## src/rtl/i2c_pair_pkg.sv

```systemverilog
package i2c_pair_pkg;

  localparam int NUM_STRAPS = 3;
  localparam logic [7:0] REG_LAST     = 8'h08;
  localparam logic [7:0] REG_FIRST_WR = 8'h02;

  // strap classes: bit1 = follows a bus line, bit0 = contributes a one
  typedef enum logic [1:0] {
    STRAP_LOW  = 2'b00,
    STRAP_HIGH = 2'b01,
    STRAP_SCL  = 2'b10,
    STRAP_SDA  = 2'b11
  } strap_e;

  typedef enum logic [3:0] {
    PH_IDLE, PH_ADDR, PH_ADDR_ACK, PH_CMD, PH_CMD_ACK,
    PH_WR, PH_WR_ACK, PH_RD, PH_RD_ACK
  } phase_e;

  function automatic logic [6:0] strap_to_addr(input logic [1:0] c2,
                                               input logic [1:0] c1,
                                               input logic [1:0] c0);
    logic [2:0] grp;
    case ({c1[1], c0[1]})
      2'b00:   grp = 3'b100;
      2'b10:   grp = 3'b010;
      2'b11:   grp = 3'b011;
      default: grp = 3'b101;
    endcase
    return {c2[1], grp, c2[0], c1[0], c0[0]};
  endfunction

endpackage

```

## src/rtl/i2c_line_sync.sv

```systemverilog
module i2c_line_sync #(
  parameter int STAGES = 2,
  parameter int WIDTH  = 1
) (
  input  logic             clk,
  input  logic [WIDTH-1:0] d_i,
  output logic [WIDTH-1:0] q_o
);
  logic [STAGES-1:0][WIDTH-1:0] chain;

  always_ff @(posedge clk) begin
    chain[0] <= d_i;
    for (int s = 1; s < STAGES; s++) chain[s] <= chain[s-1];
  end

  assign q_o = chain[STAGES-1];
endmodule

```

## src/rtl/i2c_bus_events.sv

```systemverilog
module i2c_bus_events (
  input  logic clk,
  input  logic rst_n,
  input  logic scl_s,
  input  logic sda_s,
  output logic scl_rise,
  output logic scl_fall,
  output logic start_ev,
  output logic stop_ev
);
  logic scl_q, sda_q;

  always_ff @(posedge clk) begin
    if (!rst_n) begin
      scl_q <= 1'b1;
      sda_q <= 1'b1;
    end else begin
      scl_q <= scl_s;
      sda_q <= sda_s;
    end
  end

  assign scl_rise = scl_s & ~scl_q;
  assign scl_fall = ~scl_s & scl_q;
  assign start_ev = scl_s & scl_q & sda_q & ~sda_s;
  assign stop_ev  = scl_s & scl_q & ~sda_q & sda_s;
endmodule

```

## src/rtl/i2c_strap_decoder.sv

```systemverilog
module i2c_strap_decoder
  import i2c_pair_pkg::*;
(
  input  logic                  clk,
  input  logic                  rst_n,
  input  logic [NUM_STRAPS-1:0] strap_s,
  input  logic                  scl_s,
  output logic [6:0]            dev_addr_o
);
  logic [NUM_STRAPS-1:0][1:0] cls_v;

  generate
    for (genvar k = 0; k < NUM_STRAPS; k++) begin : g_strap
      logic   seen_hi, seen_lo, off_scl;
      strap_e cls;

      always_ff @(posedge clk) begin
        if (!rst_n) begin
          seen_hi <= 1'b0;
          seen_lo <= 1'b0;
          off_scl <= 1'b0;
        end else begin
          if (strap_s[k]) seen_hi <= 1'b1;
          else            seen_lo <= 1'b1;
          if (strap_s[k] != scl_s) off_scl <= 1'b1;
        end
      end

      always_comb begin
        if (!seen_hi)      cls = STRAP_LOW;
        else if (!seen_lo) cls = STRAP_HIGH;
        else if (!off_scl) cls = STRAP_SCL;
        else               cls = STRAP_SDA;
      end

      assign cls_v[k] = cls;
    end
  endgenerate

  assign dev_addr_o = strap_to_addr(cls_v[2], cls_v[1], cls_v[0]);
endmodule

```

## src/rtl/i2c_pair_slave.sv

```systemverilog
module i2c_pair_slave
  import i2c_pair_pkg::*;
#(
  parameter int SYNC_STAGES = 2,
  parameter int REG_AW      = 4
) (
  input  logic                  clk,
  input  logic                  rst_n,
  input  logic                  tmo_rst,
  input  logic                  scl_i,
  input  logic                  sda_i,
  input  logic [NUM_STRAPS-1:0] strap_i,
  output logic                  sda_lo_o,
  output logic                  reg_rd_o,
  output logic                  reg_wr_o,
  output logic [REG_AW-1:0]     reg_addr_o,
  output logic [7:0]            reg_wdata_o,
  input  logic [7:0]            reg_rdata_i
);
  localparam int SW = NUM_STRAPS + 2;

  logic [SW-1:0] sync_q;
  logic scl_s, sda_s, scl_rise, scl_fall, start_ev, stop_ev;
  logic [NUM_STRAPS-1:0] strap_s;
  logic [6:0] dev_addr;

  i2c_line_sync #(.STAGES(SYNC_STAGES), .WIDTH(SW)) u_sync (
    .clk(clk), .d_i({strap_i, sda_i, scl_i}), .q_o(sync_q));

  assign scl_s   = sync_q[0];
  assign sda_s   = sync_q[1];
  assign strap_s = sync_q[SW-1:2];

  i2c_bus_events u_ev (
    .clk(clk), .rst_n(rst_n), .scl_s(scl_s), .sda_s(sda_s),
    .scl_rise(scl_rise), .scl_fall(scl_fall),
    .start_ev(start_ev), .stop_ev(stop_ev));

  i2c_strap_decoder u_strap (
    .clk(clk), .rst_n(rst_n), .strap_s(strap_s), .scl_s(scl_s),
    .dev_addr_o(dev_addr));

  phase_e     ph;
  logic [2:0] bitcnt;
  logic       byte_done, rw, mack, drv;
  logic [7:0] sh, ptr, ptr_tog, load_val;
  logic       ptr_ok, ptr_wr_ok, rd_fire, wr_fire;

  always_comb begin
    ptr_ok    = (ptr <= REG_LAST);
    ptr_wr_ok = ptr_ok && (ptr >= REG_FIRST_WR);
    ptr_tog   = (ptr < REG_LAST) ? (ptr ^ 8'h01) : ptr;
    load_val  = ptr_ok ? reg_rdata_i : 8'h00;
    rd_fire   = scl_fall && !tmo_rst &&
                ((ph == PH_ADDR_ACK && rw) || (ph == PH_RD_ACK && mack));
    wr_fire   = scl_fall && !tmo_rst && (ph == PH_WR_ACK);
  end

  assign reg_rd_o    = rd_fire && ptr_ok;
  assign reg_wr_o    = wr_fire && ptr_wr_ok;
  assign reg_addr_o  = ptr[REG_AW-1:0];
  assign reg_wdata_o = sh;
  assign sda_lo_o    = drv;

  always_ff @(posedge clk) begin
    if (!rst_n) begin
      ph <= PH_IDLE; bitcnt <= '0; byte_done <= 1'b0; sh <= '0;
      ptr <= '0; rw <= 1'b0; mack <= 1'b0; drv <= 1'b0;
    end else if (tmo_rst) begin
      ph <= PH_IDLE; drv <= 1'b0; byte_done <= 1'b0;
    end else if (start_ev) begin
      ph <= PH_ADDR; bitcnt <= '0; byte_done <= 1'b0; drv <= 1'b0;
    end else if (stop_ev) begin
      ph <= PH_IDLE; drv <= 1'b0; byte_done <= 1'b0;
    end else begin
      case (ph)
        PH_ADDR, PH_CMD, PH_WR: begin
          if (scl_rise) begin
            sh        <= {sh[6:0], sda_s};
            bitcnt    <= bitcnt + 3'd1;
            byte_done <= (bitcnt == 3'd7);
          end else if (scl_fall && byte_done) begin
            byte_done <= 1'b0;
            if (ph == PH_ADDR) begin
              if (sh[7:1] == dev_addr) begin
                drv <= 1'b1; rw <= sh[0]; ph <= PH_ADDR_ACK;
              end else begin
                ph <= PH_IDLE;
              end
            end else if (ph == PH_CMD) begin
              drv <= 1'b1; ptr <= sh; ph <= PH_CMD_ACK;
            end else begin
              drv <= 1'b1; ph <= PH_WR_ACK;
            end
          end
        end
        PH_ADDR_ACK: if (scl_fall) begin
          bitcnt <= '0;
          if (rw) begin
            sh <= load_val; drv <= ~load_val[7]; ph <= PH_RD;
          end else begin
            drv <= 1'b0; ph <= PH_CMD;
          end
        end
        PH_CMD_ACK: if (scl_fall) begin
          drv <= 1'b0; ph <= PH_WR;
        end
        PH_WR_ACK: if (scl_fall) begin
          drv <= 1'b0; ptr <= ptr_tog; ph <= PH_WR;
        end
        PH_RD: if (scl_fall) begin
          if (bitcnt == 3'd7) begin
            drv <= 1'b0; bitcnt <= '0; ph <= PH_RD_ACK;
          end else begin
            sh <= {sh[6:0], 1'b0}; drv <= ~sh[6]; bitcnt <= bitcnt + 3'd1;
          end
        end
        PH_RD_ACK: begin
          if (scl_rise) begin
            mack <= ~sda_s;
            if (!sda_s) ptr <= ptr_tog;
          end else if (scl_fall) begin
            if (mack) begin
              sh <= load_val; drv <= ~load_val[7]; ph <= PH_RD;
            end else begin
              ph <= PH_IDLE;
            end
          end
        end
        default: ;
      endcase
    end
  end
endmodule

```

## config.mk

```make
export PLATFORM = sky130hd
export DESIGN_NAME = i2c_pair_slave
export DESIGN_NICKNAME = d
export VERILOG_FILES = /design/src/rtl/i2c_pair_pkg.sv /design/src/rtl/i2c_line_sync.sv /design/src/rtl/i2c_bus_events.sv /design/src/rtl/i2c_strap_decoder.sv /design/src/rtl/i2c_pair_slave.sv
export SDC_FILE = /design/constraint.sdc
export NUM_CORES = 1
export LEC_CHECK = 0
export BUFFER_PORTS_ARGS = -buffer_cell sky130_fd_sc_hd__buf_4
export CORE_AREA = 4 4 97 99
export CTS_BUF_LIST = sky130_fd_sc_hd__clkbuf_4
export DETAILED_ROUTE_END_ITERATION = 10
export DIE_AREA = 0 0 101 103
export PLACE_DENSITY = 0.42
export SLEW_MARGIN = 20
export SYNTH_ARGS = -nofsm -noshare
export SYNTH_HDL_FRONTEND = slang
export SYNTH_HIERARCHICAL = 1
export SYNTH_SLANG_ARGS = --single-unit
```

## constraint.sdc

```tcl
create_clock -name clk -period 2.97 [get_ports clk]
set_input_delay 0.1485 -clock clk [delete_from_list [all_inputs] [get_ports clk]]
set_output_delay 0.1485 -clock clk [all_outputs]
set_load 0.005 [all_outputs]
```

== After elaboration in Yosys (flattened, before gate mapping) ==
Cells that the tools add are included.

* Register bits: 48
* Input bits: 16

* Equality and inequality tests: 45
* Bitwise logic cells: 19
* Add/sub/neg operators: 1
* Reductions and logical operators: 31
* Magnitude comparators: 3
* Muxes and demuxes: 67

{| class="wikitable"
|+ Operators with widths
! kind !! count
|-
| 2-to-1 mux 8 bit || 16
|-
| 2-to-1 mux 4 bit || 9
|-
| != test 2 bit, second input constant || 17
|-
| case mux 8 bit (4 select lines) || 1
|-
| != test 4 bit, second input constant || 7
|-
| 2-to-1 mux 3 bit || 8
|-
| case mux 8 bit (3 select lines) || 1
|-
| 2-to-1 mux 1 bit || 20
|-
| case mux 4 bit (5 select lines) || 1
|-
| case mux 3 bit (3 select lines) || 2
|-
| AND reduction 9 bit || 2
|-
| == test 4 x 3 -> 1 bit, second input constant || 4
|-
| 2-to-1 mux 2 bit || 8
|-
| != test 3 bit, second input constant || 4
|-
| NOT 1 bit || 12
|-
| AND reduction 12 bit || 1
|-
| AND reduction 11 bit || 1
|-
| AND reduction 10 bit || 1
|-
| logical AND 1 bit || 9
|-
| == test 4 x 2 -> 1 bit, second input constant || 2
|-
| greater-or-equal comparator 8 x 2 -> 1 bit, second input constant || 1
|-
| <= comparator 8 x 4 -> 1 bit, second input constant || 1
|-
| < comparator 8 x 4 -> 1 bit, second input constant || 1
|-
| AND reduction 8 bit || 1
|-
| other kinds (25) || 36
|}

== Depth between registers and ports, before layout ==
Gate-level depths: netlist of run 1.

* Depth in word-level cells: 13
* Gate-level depth with buffers: 9
* Mapped depth without buffers: 7

== Cells and area by module ==
Netlist of run 1, hierarchy kept.

{| class="wikitable"
|+ Modules (own cells, without submodules)
! module !! area an instance (um^2) !! cells each !! seq. area each (um^2) !! times used
|-
| i2c_pair_slave || 1849.3 || 222 || 540.5 || 1
|-
| i2c_strap_decoder || 341.6 || 34 || 180.2 || 1
|-
| i2c_line_sync || 237.7 || 15 || 200.2 || 1
|-
| i2c_bus_events || 85.1 || 8 || 40.0 || 1
|}

== Worst setup path after synthesis of run 1 ==
OpenSTA, ideal clock, no wires.

* Path kind: register -> register
* From: reg u_sync.chain, in the netlist u_sync/q_o[0]
* To: reg sh[1], in the netlist reg_wdata_o[1]
* Data required time: 2.854 ns
* Data arrival time: 2.055 ns
* Setup slack: 0.800 ns
* Stages on the path, launching flop included: 10
* Cells stage by stage: dfxtp_1 -> buf_4 -> nor2b_1 -> clkbuf_1 -> nor2b_1 -> a221oi_1 -> o2111ai_1 -> buf_2 -> a221o_1 -> and3_1

* Elaborated cells between the ends (all ways): 16
* Classes of those cells: 5 x eq/ne; 10 x bitwise; 1 x reduce/logical

{| class="wikitable"
|+ RTL lines
! what !! line !! source
|-
| start, declared || i2c_line_sync.sv:9 || <nowiki>logic [STAGES-1:0][WIDTH-1:0] chain;</nowiki>
|-
| bitwise AND 1 bit * || i2c_bus_events.sv:23 || <nowiki>assign scl_rise = scl_s & ~scl_q;</nowiki>
|-
| net scl_rise || i2c_pair_slave.sv:23 || <nowiki>logic scl_s, sda_s, scl_rise, scl_fall, start_ev, stop_ev;</nowiki>
|-
| != test 2 bit (no source line) || - ||
|-
| AND reduction 12 bit (no source line) * || - ||
|-
| end signal, assigned || i2c_pair_slave.sv:79 || <nowiki>sh <= {sh[6:0], sda_s};</nowiki>
|-
| end signal, assigned || i2c_pair_slave.sv:115 || <nowiki>sh <= {sh[6:0], 1'b0}; drv <= ~sh[6]; bitcnt <= bitcnt + 3'd1;</nowiki>
|-
| end, declared || i2c_pair_slave.sv:46 || <nowiki>logic [7:0] sh, ptr, ptr_tog, load_val;</nowiki>
|}

The timed path passes the listed nets; every way through them passes the cells marked *.
A chain may end at the register's enable or synchronous reset.

== Final worst setup path of run 1 ==
* From: reg ptr[4]
* To: out reg_rd_o

* Longest elaborated chain between the ends: 2

{| class="wikitable"
|+ Ends and longest elaborated chain
! what !! line !! source
|-
| start, declared || i2c_pair_slave.sv:46 ||
|-
| start signal, assigned || i2c_pair_slave.sv:121 || <nowiki>if (!sda_s) ptr <= ptr_tog;</nowiki>
|-
| <= comparator 8 x 4 -> 1 bit || i2c_pair_slave.sv:50 || <nowiki>ptr_ok = (ptr <= REG_LAST);</nowiki>
|-
| logical AND 1 bit || i2c_pair_slave.sv:59 || <nowiki>assign reg_rd_o = rd_fire && ptr_ok;</nowiki>
|-
| end, declared || i2c_pair_slave.sv:14 || <nowiki>output logic reg_rd_o,</nowiki>
|}

No other way between the ends.

==> summary.md, run 1 <==
| Metric | Value |
|---|---|
| RSZ-0062 raised after global routing | `false` |
| Async SR Flop Fraction | `0` |
| Post-Route Skew | `~0.024 ns` |
| Routed vias/inst | `approximately 5.0` |
| Resized Gates After CTS | `0` |
| First-pass GRT wire length | `between 10000 and 15000 um` |
| Slew margin rel. | `0.443` |
| Post-Route Setup TNS | `0 ns` |
| Synth unique cells | `59` |
| Worst Path Arrival | `about 2.3 ns` |
| Synth top area share | `0.382` |
| Finished Layout Cells | `415` |
| Inserted Diodes | `0` |
| CP Class | `reg2out` |
| Crit Reg-Reg Startpoint | `u_sync/q_o[0]` |
| Final nets | `between 300 and 400` |
| Pwr dens | `~430 mW/mm^2` |
| Endpoint class of the critical path | `output pin` |
| Slew Limit Fails | `0` |
| FF-to-FF path depth | `7` |
| Post-Syn Area | `~0.0025 mm^2` |
| CTS tree | `yes` |
| Fraction of layout cells with a size suffix above 1 | `0.169` |
| Placer Congestion | `about 0.86` |
| Lkg Pwr | `1.26 nW` |
| Initial Utilization | `0.294` |
| Prevailing post-synth register cell | `dfxtp_1` |
| Ys Warns | `6` |
| Biggest area consumer among synthesized cells | `dfxtp_1` |
| Hold Buf Count CTS | `5` |
| Mapped Cells | `279` |
| Iter 0 DRT Violations | `231` |
| Hold_ws | `0.0817 ns` |
| Dpl hpwl | `around 4700 um` |
| Ports | `31` |
| GRT overflow | `0` |
| Filler cell count | `between 800 and 900` |
| Worst Tran Pin Value | `0.823 ns` |
| Outcome | `finished clean` |
| Sequential element share of the synthesized area | `0.382` |
| Critical Path Start | `ptr[4]` |
| CORE AREA | `~0.0086 mm^2` |
| Worst skew pair latency | `roughly 0.37 ns` |
| Post-CTS Setup Inserts | `0` |
| Initial antenna violation count | `0` |
| Die W | `slightly above 100 um` |
| Endpoints failing hold | `0` |
| Post-route ant nets | `0` |
| Fin crit share | `0.808` |
| Worst Path Required | `roughly 2.8 ns` |
| Syn nets | `about 300` |
| FMAX | `between 400 and 500 MHz` |
| Reg2reg setup slack | `approximately 0.57 ns` |
| DR DRC count | `0` |
| Worst-path clk slew | `0.15 ns` |
| Final WL | `6400 um` |
| Final Setup Violations | `0` |
| Die span in y | `~100 um` |
| Number of flops mapped to enable cells by yosys | `0` |
| Critical Path End | `reg_rd_o` |
| Vias in the first global route | `between 1500 and 2000` |
| First-pass detailed-route iteration total | `4` |
| Yosys reg bits | `48` |
| CP max FO | `4` |
| Std-Cell Rows | `34` |
| Worst reg2reg endpoint | `reg_wdata_o[3]` |
| # port buffers | `30` |
| Largest net degree at the start of global routing | `36` |
| Max Cap Viol | `0` |
| Routed wire length per instance | `between 15 and 20 um` |
| Root Driver | `clkbuf_4` |
| CTS Sinks | `48` |
| Gr usage total | `0.127` |
| Hold_sp | `tmo_rst` |
| Synthesis-to-finish area growth | `17.7%` |
| Worst setup SP type | `flop` |
| Worst ir drop on vdd | `approximately 0.00026 V` |
| Via count | `slightly above 2000` |
| Hold WC Path Type | `in2reg` |
| Dominant cells by area after synthesis | `dfxtp_1, mux2i_1, nor2b_1` |
| Syn_area_per_cell | `about 9.0 um^2` |
| Clock buffer depth | `2` |
| Fin crit period | `between 2 and 2.5 ns` |
| Die Footprint | `0.0104 mm^2` |
| TritonCTS Buffers | `5` |
| Dpl cells | `slightly above 400` |
| Htree depth | `2` |
## layout by cell type, fill, tap and decap left out, types with 7 or more instances in the layout
cell type,synthesis,routed
a21boi_0,7,7
mux2i_1,17,17
nor2b_1,16,16
nand2b_1,11,11
buf_4,9,39
and3_1,7,7
nand2_1,15,15
nor2_1,14,14
a21oi_1,8,8
inv_1,12,12
nand3_1,7,7
dfxtp_1,48,48
xor2_1,7,7
nor3_1,9,9
## synthesized netlist by cell type, drive strengths merged (2+ instances only)
cell type / n
nor4: 3
or4: 4
and4b: 3
a21oi: 8
dfxtp: 48
o32ai: 2
buf: 13
xor2: 7
nand2b: 11
a2111oi: 2
and2: 4
inv: 13
o21ai: 9
o21a: 3
clkbuf: 10
nand2: 15
or3: 2
nand3b: 3
or2: 2
a221o: 6
nor2b: 16
ha: 2
nand3: 7
and3: 7
o211ai: 2
nor3: 9
xnor2: 6
nor2: 14
mux2i: 17
a21boi: 11
## state kept, by name, summed over array words and instances (netlist names), 3 cells and up
register,flops
bitcnt,3
ph,4
ptr,8
reg_wdata_o,8
u_strap/g_strap.off_scl,3
u_strap/g_strap.seen_hi,3
u_strap/g_strap.seen_lo,3
u_sync/chain,5
u_sync/q_o,5
## worst min-delay path by stage
stage	to	slack (ns)	cells past startpoint
finish	bitcnt[0]	0.08	3
global route	bitcnt[0]	0.09	3
CTS	bitcnt[0]	0.07	3
detailed placement	u_sync/chain[4]	0.25	1
global placement	u_sync/chain[1]	0.25	1
floorplan	u_sync/chain[0]	0.18	0
## through the flow
step / total power [W] / setup WS (ns) / utilization / instance area, um^2
6_report: 0.00128 / 0.569 / 0.346 / 2960
5_1_grt: 0.00134 / 0.267 / 0.346 / 2960
4_1_cts: 0.00130 / 0.533 / 0.346 / 2960
3_5_place_dp: 0.000817 / 0.578 / 0.329 / 2810
3_3_place_gp: 0.000817 / 0.645 / 0.329 / 2810
2_1_floorplan: 0.000771 / 0.800 / - / 2510
## worst max-delay path: stages (launching register included)
cell	delay (ns)
dfxtp_1	0.34
or4_1	0.63
or4_1	0.53
nor3_1	0.23
buf_4	0.15
## cell type report
class | count | area (um^2) | share of cell area
repair buffers | 44 | 343 | 0.116
clock buffers | 5 | 37.5 | 0.0127
inverters | 13 | 48.8 | 0.0165
clock inverters | 2 | 60.1 | 0.0203
multi-input cells | 195 | 1370 | 0.464
well taps | 108 | 135 | 0.0457
flip-flops and latches | 48 | 961 | 0.325
## where the power goes
| part | switching [W] | internal (W) |
|---|---|---|
| clock | 0.000217 | 0.000258 |
| combinational | 0.0000601 | 0.0000623 |
| sequential | 0.0000171 | 0.000667 |
| total | 0.000294 | 0.000987 |
## cells by family after synthesis
| group | share of synthesized area |
|---|---|
| DFF | 0.382 |
| xor gates and xnor gates | 0.0453 |
| and+or+nand+nor | 0.247 |
| buffers and inverters | 0.0712 |
| muxes | 0.0722 |
| AOI/OAI and AO/OA | 0.172 |
| adders and majority gates | 0.00995 |
## routing by layer
metal / GRT usage / routed length, um
met1: 0.169 / 3010
met2: 0.207 / 2890
met3: 0.0271 / 384
met4: 0.0429 / 118
met5: 0 / 0
No activity file was read; power rests on OpenSTA's default activity.
==> run 2, diff against run 1 <==
clock period = 2.3 ns   (was 2.97 ns; I/O delays follow)
==> run 2 against run 1 <==
Net effect:
- wire length up 2.0%
- clock power down 11%
- combinational power up 38%
- critical endpoint is now reg_wr_o
- worst setup slack worse by 0.50 ns
- largest power group unchanged
==> summary.md, run 2 (synthesis results as in run 1) <==
| Metric | Value |
|---|---|
| Placer Congestion | `0.830` |
| Fin crit share | `0.969` |
| Initial antenna violation count | `0` |
| Fin crit period | `about 2.2 ns` |
| Slack of the critical path | `between 0.07 and 0.08 ns` |
| Root Driver | `clkbuf_4` |
| Hold EP | `bitcnt[0]` |
| Largest net degree at the start of global routing | `33` |
| Htree depth | `2` |
| Final WL | `6530 um` |
| Post-Route Setup TNS | `0 ns` |
| Worst Path Arrival | `between 2 and 2.5 ns` |
| Final nets | `~330` |
| FMAX | `between 400 and 500 MHz` |
| Hold-critical path depth | `3` |
| CTS Sinks | `48` |
| Util after Layout | `0.350` |
| Worst Path Required | `2.18 ns` |
| CP max FO | `4` |
| Ports | `31` |
| Lkg Pwr | `approximately 1.3 nW` |
| Inserted Diodes | `0` |
| Worst ir drop on vdd | `~0.00026 V` |
| Clock buffer depth | `2` |
| Iter 0 DRT Violations | `143` |
| Reg2reg setup slack | `approximately 0.13 ns` |
| Crit Reg-Reg Startpoint | `ph[2]` |
| Most common cell after layout, fill and taps aside | `buf_4` |
| Final Setup Violations | `0` |
| Die Footprint | `around 0.010 mm^2` |
| Place WS | `0.190 ns` |
| Routed wire length per instance | `15.4 um` |
| DR DRC count | `0` |
| Max Cap Viol | `0` |
| Pwr dens | `491 mW/mm^2` |
| Dpl hpwl | `around 4900 um` |
| Initial Utilization | `0.294` |
| CTS tree | `yes` |
| Worst skew pair latency | `around 0.38 ns` |
| TritonCTS Buffers | `5` |
| Worst Tran Pin Value | `around 0.56 ns` |
| Via count | `approximately 2100` |
| Worst setup SP type | `flop` |
| Endpoints failing hold | `0` |
| Hold WC Path Type | `in2reg` |
| CORE AREA | `around 0.0086 mm^2` |
| CP Class | `reg2out` |
| Slew margin rel. | `0.622` |
| Outcome | `finished clean` |
| First-pass detailed-route iteration total | `4` |
| Post-route ant nets | `0` |
| FF-to-FF path depth | `7` |
| Endpoint class of the critical path | `output pin` |
| Vias in the first global route | `a little over 2000` |
| Hold_sp | `rst_n` |
| Commonest cells after routing, fill and taps aside | `buf_4, dfxtp_1, mux2i_1` |
| Synthesis-to-finish area growth | `19.2%` |
| Hold_ws | `0.0268 ns` |
| Post-Route Skew | `slightly below 0.02 ns` |
| Slew Limit Fails | `0` |
| Std-Cell Rows | `34` |
| First-pass GRT wire length | `around 11000 um` |
| Gr usage total | `0.133` |
| Die span in y | `just over 100 um` |
| Die W | `about 100 um` |
| Fraction of layout cells with a size suffix above 1 | `0.209` |
| RSZ-0062 raised after global routing | `true` |
| Worst-path clk slew | `0.16 ns` |
| Worst reg2reg endpoint | `reg_wdata_o[6]` |
| GRT overflow | `0` |
| Routed vias/inst | `approximately 5` |
| # port buffers | `30` |
-- run 2: stage by stage --
stage               total power [W]  cells  cell area, um^2
floorplan                  0.000996    279             2510
global placement            0.00106    410             2860
finish                      0.00147    424             3000
CTS                         0.00149    423             2970
detailed placement          0.00106    410             2860
global route                0.00155    424             3000
-- run 2: timing repair --
action / 4_1_cts / 5_1_grt
hold buffers: 5 / 0
gates resized for setup: 1 / 5
hold endpoints to repair: 5 / 0
pin swaps: 0 / 2
setup buffers: 0 / 1
gates cloned: 0 / 0
setup endpoints to repair: 2 / 2
-- run 2: power breakdown --
group          internal [W]  switching, W
Sequential         0.000861     0.0000191
Combinational     0.0000860     0.0000824
Clock              0.000119      0.000305
Total               0.00107      0.000406
-- run 2: cell type report --
type                            count  area [um^2]
Clock buffer                        5         37.5
Sequential cell                    48          963
Multi-Input combinational cell    195         1390
Tap cell                          108          135
Timing Repair Buffer               52          403
Fill cell                         902         5550
Inverter                           13         48.8
Clock inverter                      3         17.5
-- run 2: worst max-delay path by stage --
| stage | from | to | slack, ns | cells past startpoint |
|---|---|---|---|---|
| 2_1_floorplan | u_sync/q_o[0] | reg_wdata_o[1] | 0.13 | 9 |
| 3_3_place_gp | ph[2] | reg_wdata_o[6] | 0.20 | 7 |
| 3_5_place_dp | ph[2] | reg_wdata_o[6] | 0.19 | 7 |
| 4_1_cts | ptr[4] | reg_rd_o | 0.02 | 4 |
| 5_1_grt | ptr[7] | reg_wr_o | -0.007 | 4 |
| 6_report | ptr[7] | reg_wr_o | 0.07 | 4 |
-- run 2: routing by layer --
metal  vias to the layer above  track usage  wire, um
li1                       1059            -         -
met1                       970        0.186      3090
met2                        66        0.198      2900
met3                        15       0.0298       367
met4                         0       0.0542       176
met5                         -            0         0
-- run 2: critical path: stages (launching register included) --
cell and delay, ns:
dfxtp_2 0.36, or4_4 0.56, or4_4 0.51, nor3_2 0.17, buf_4 0.13
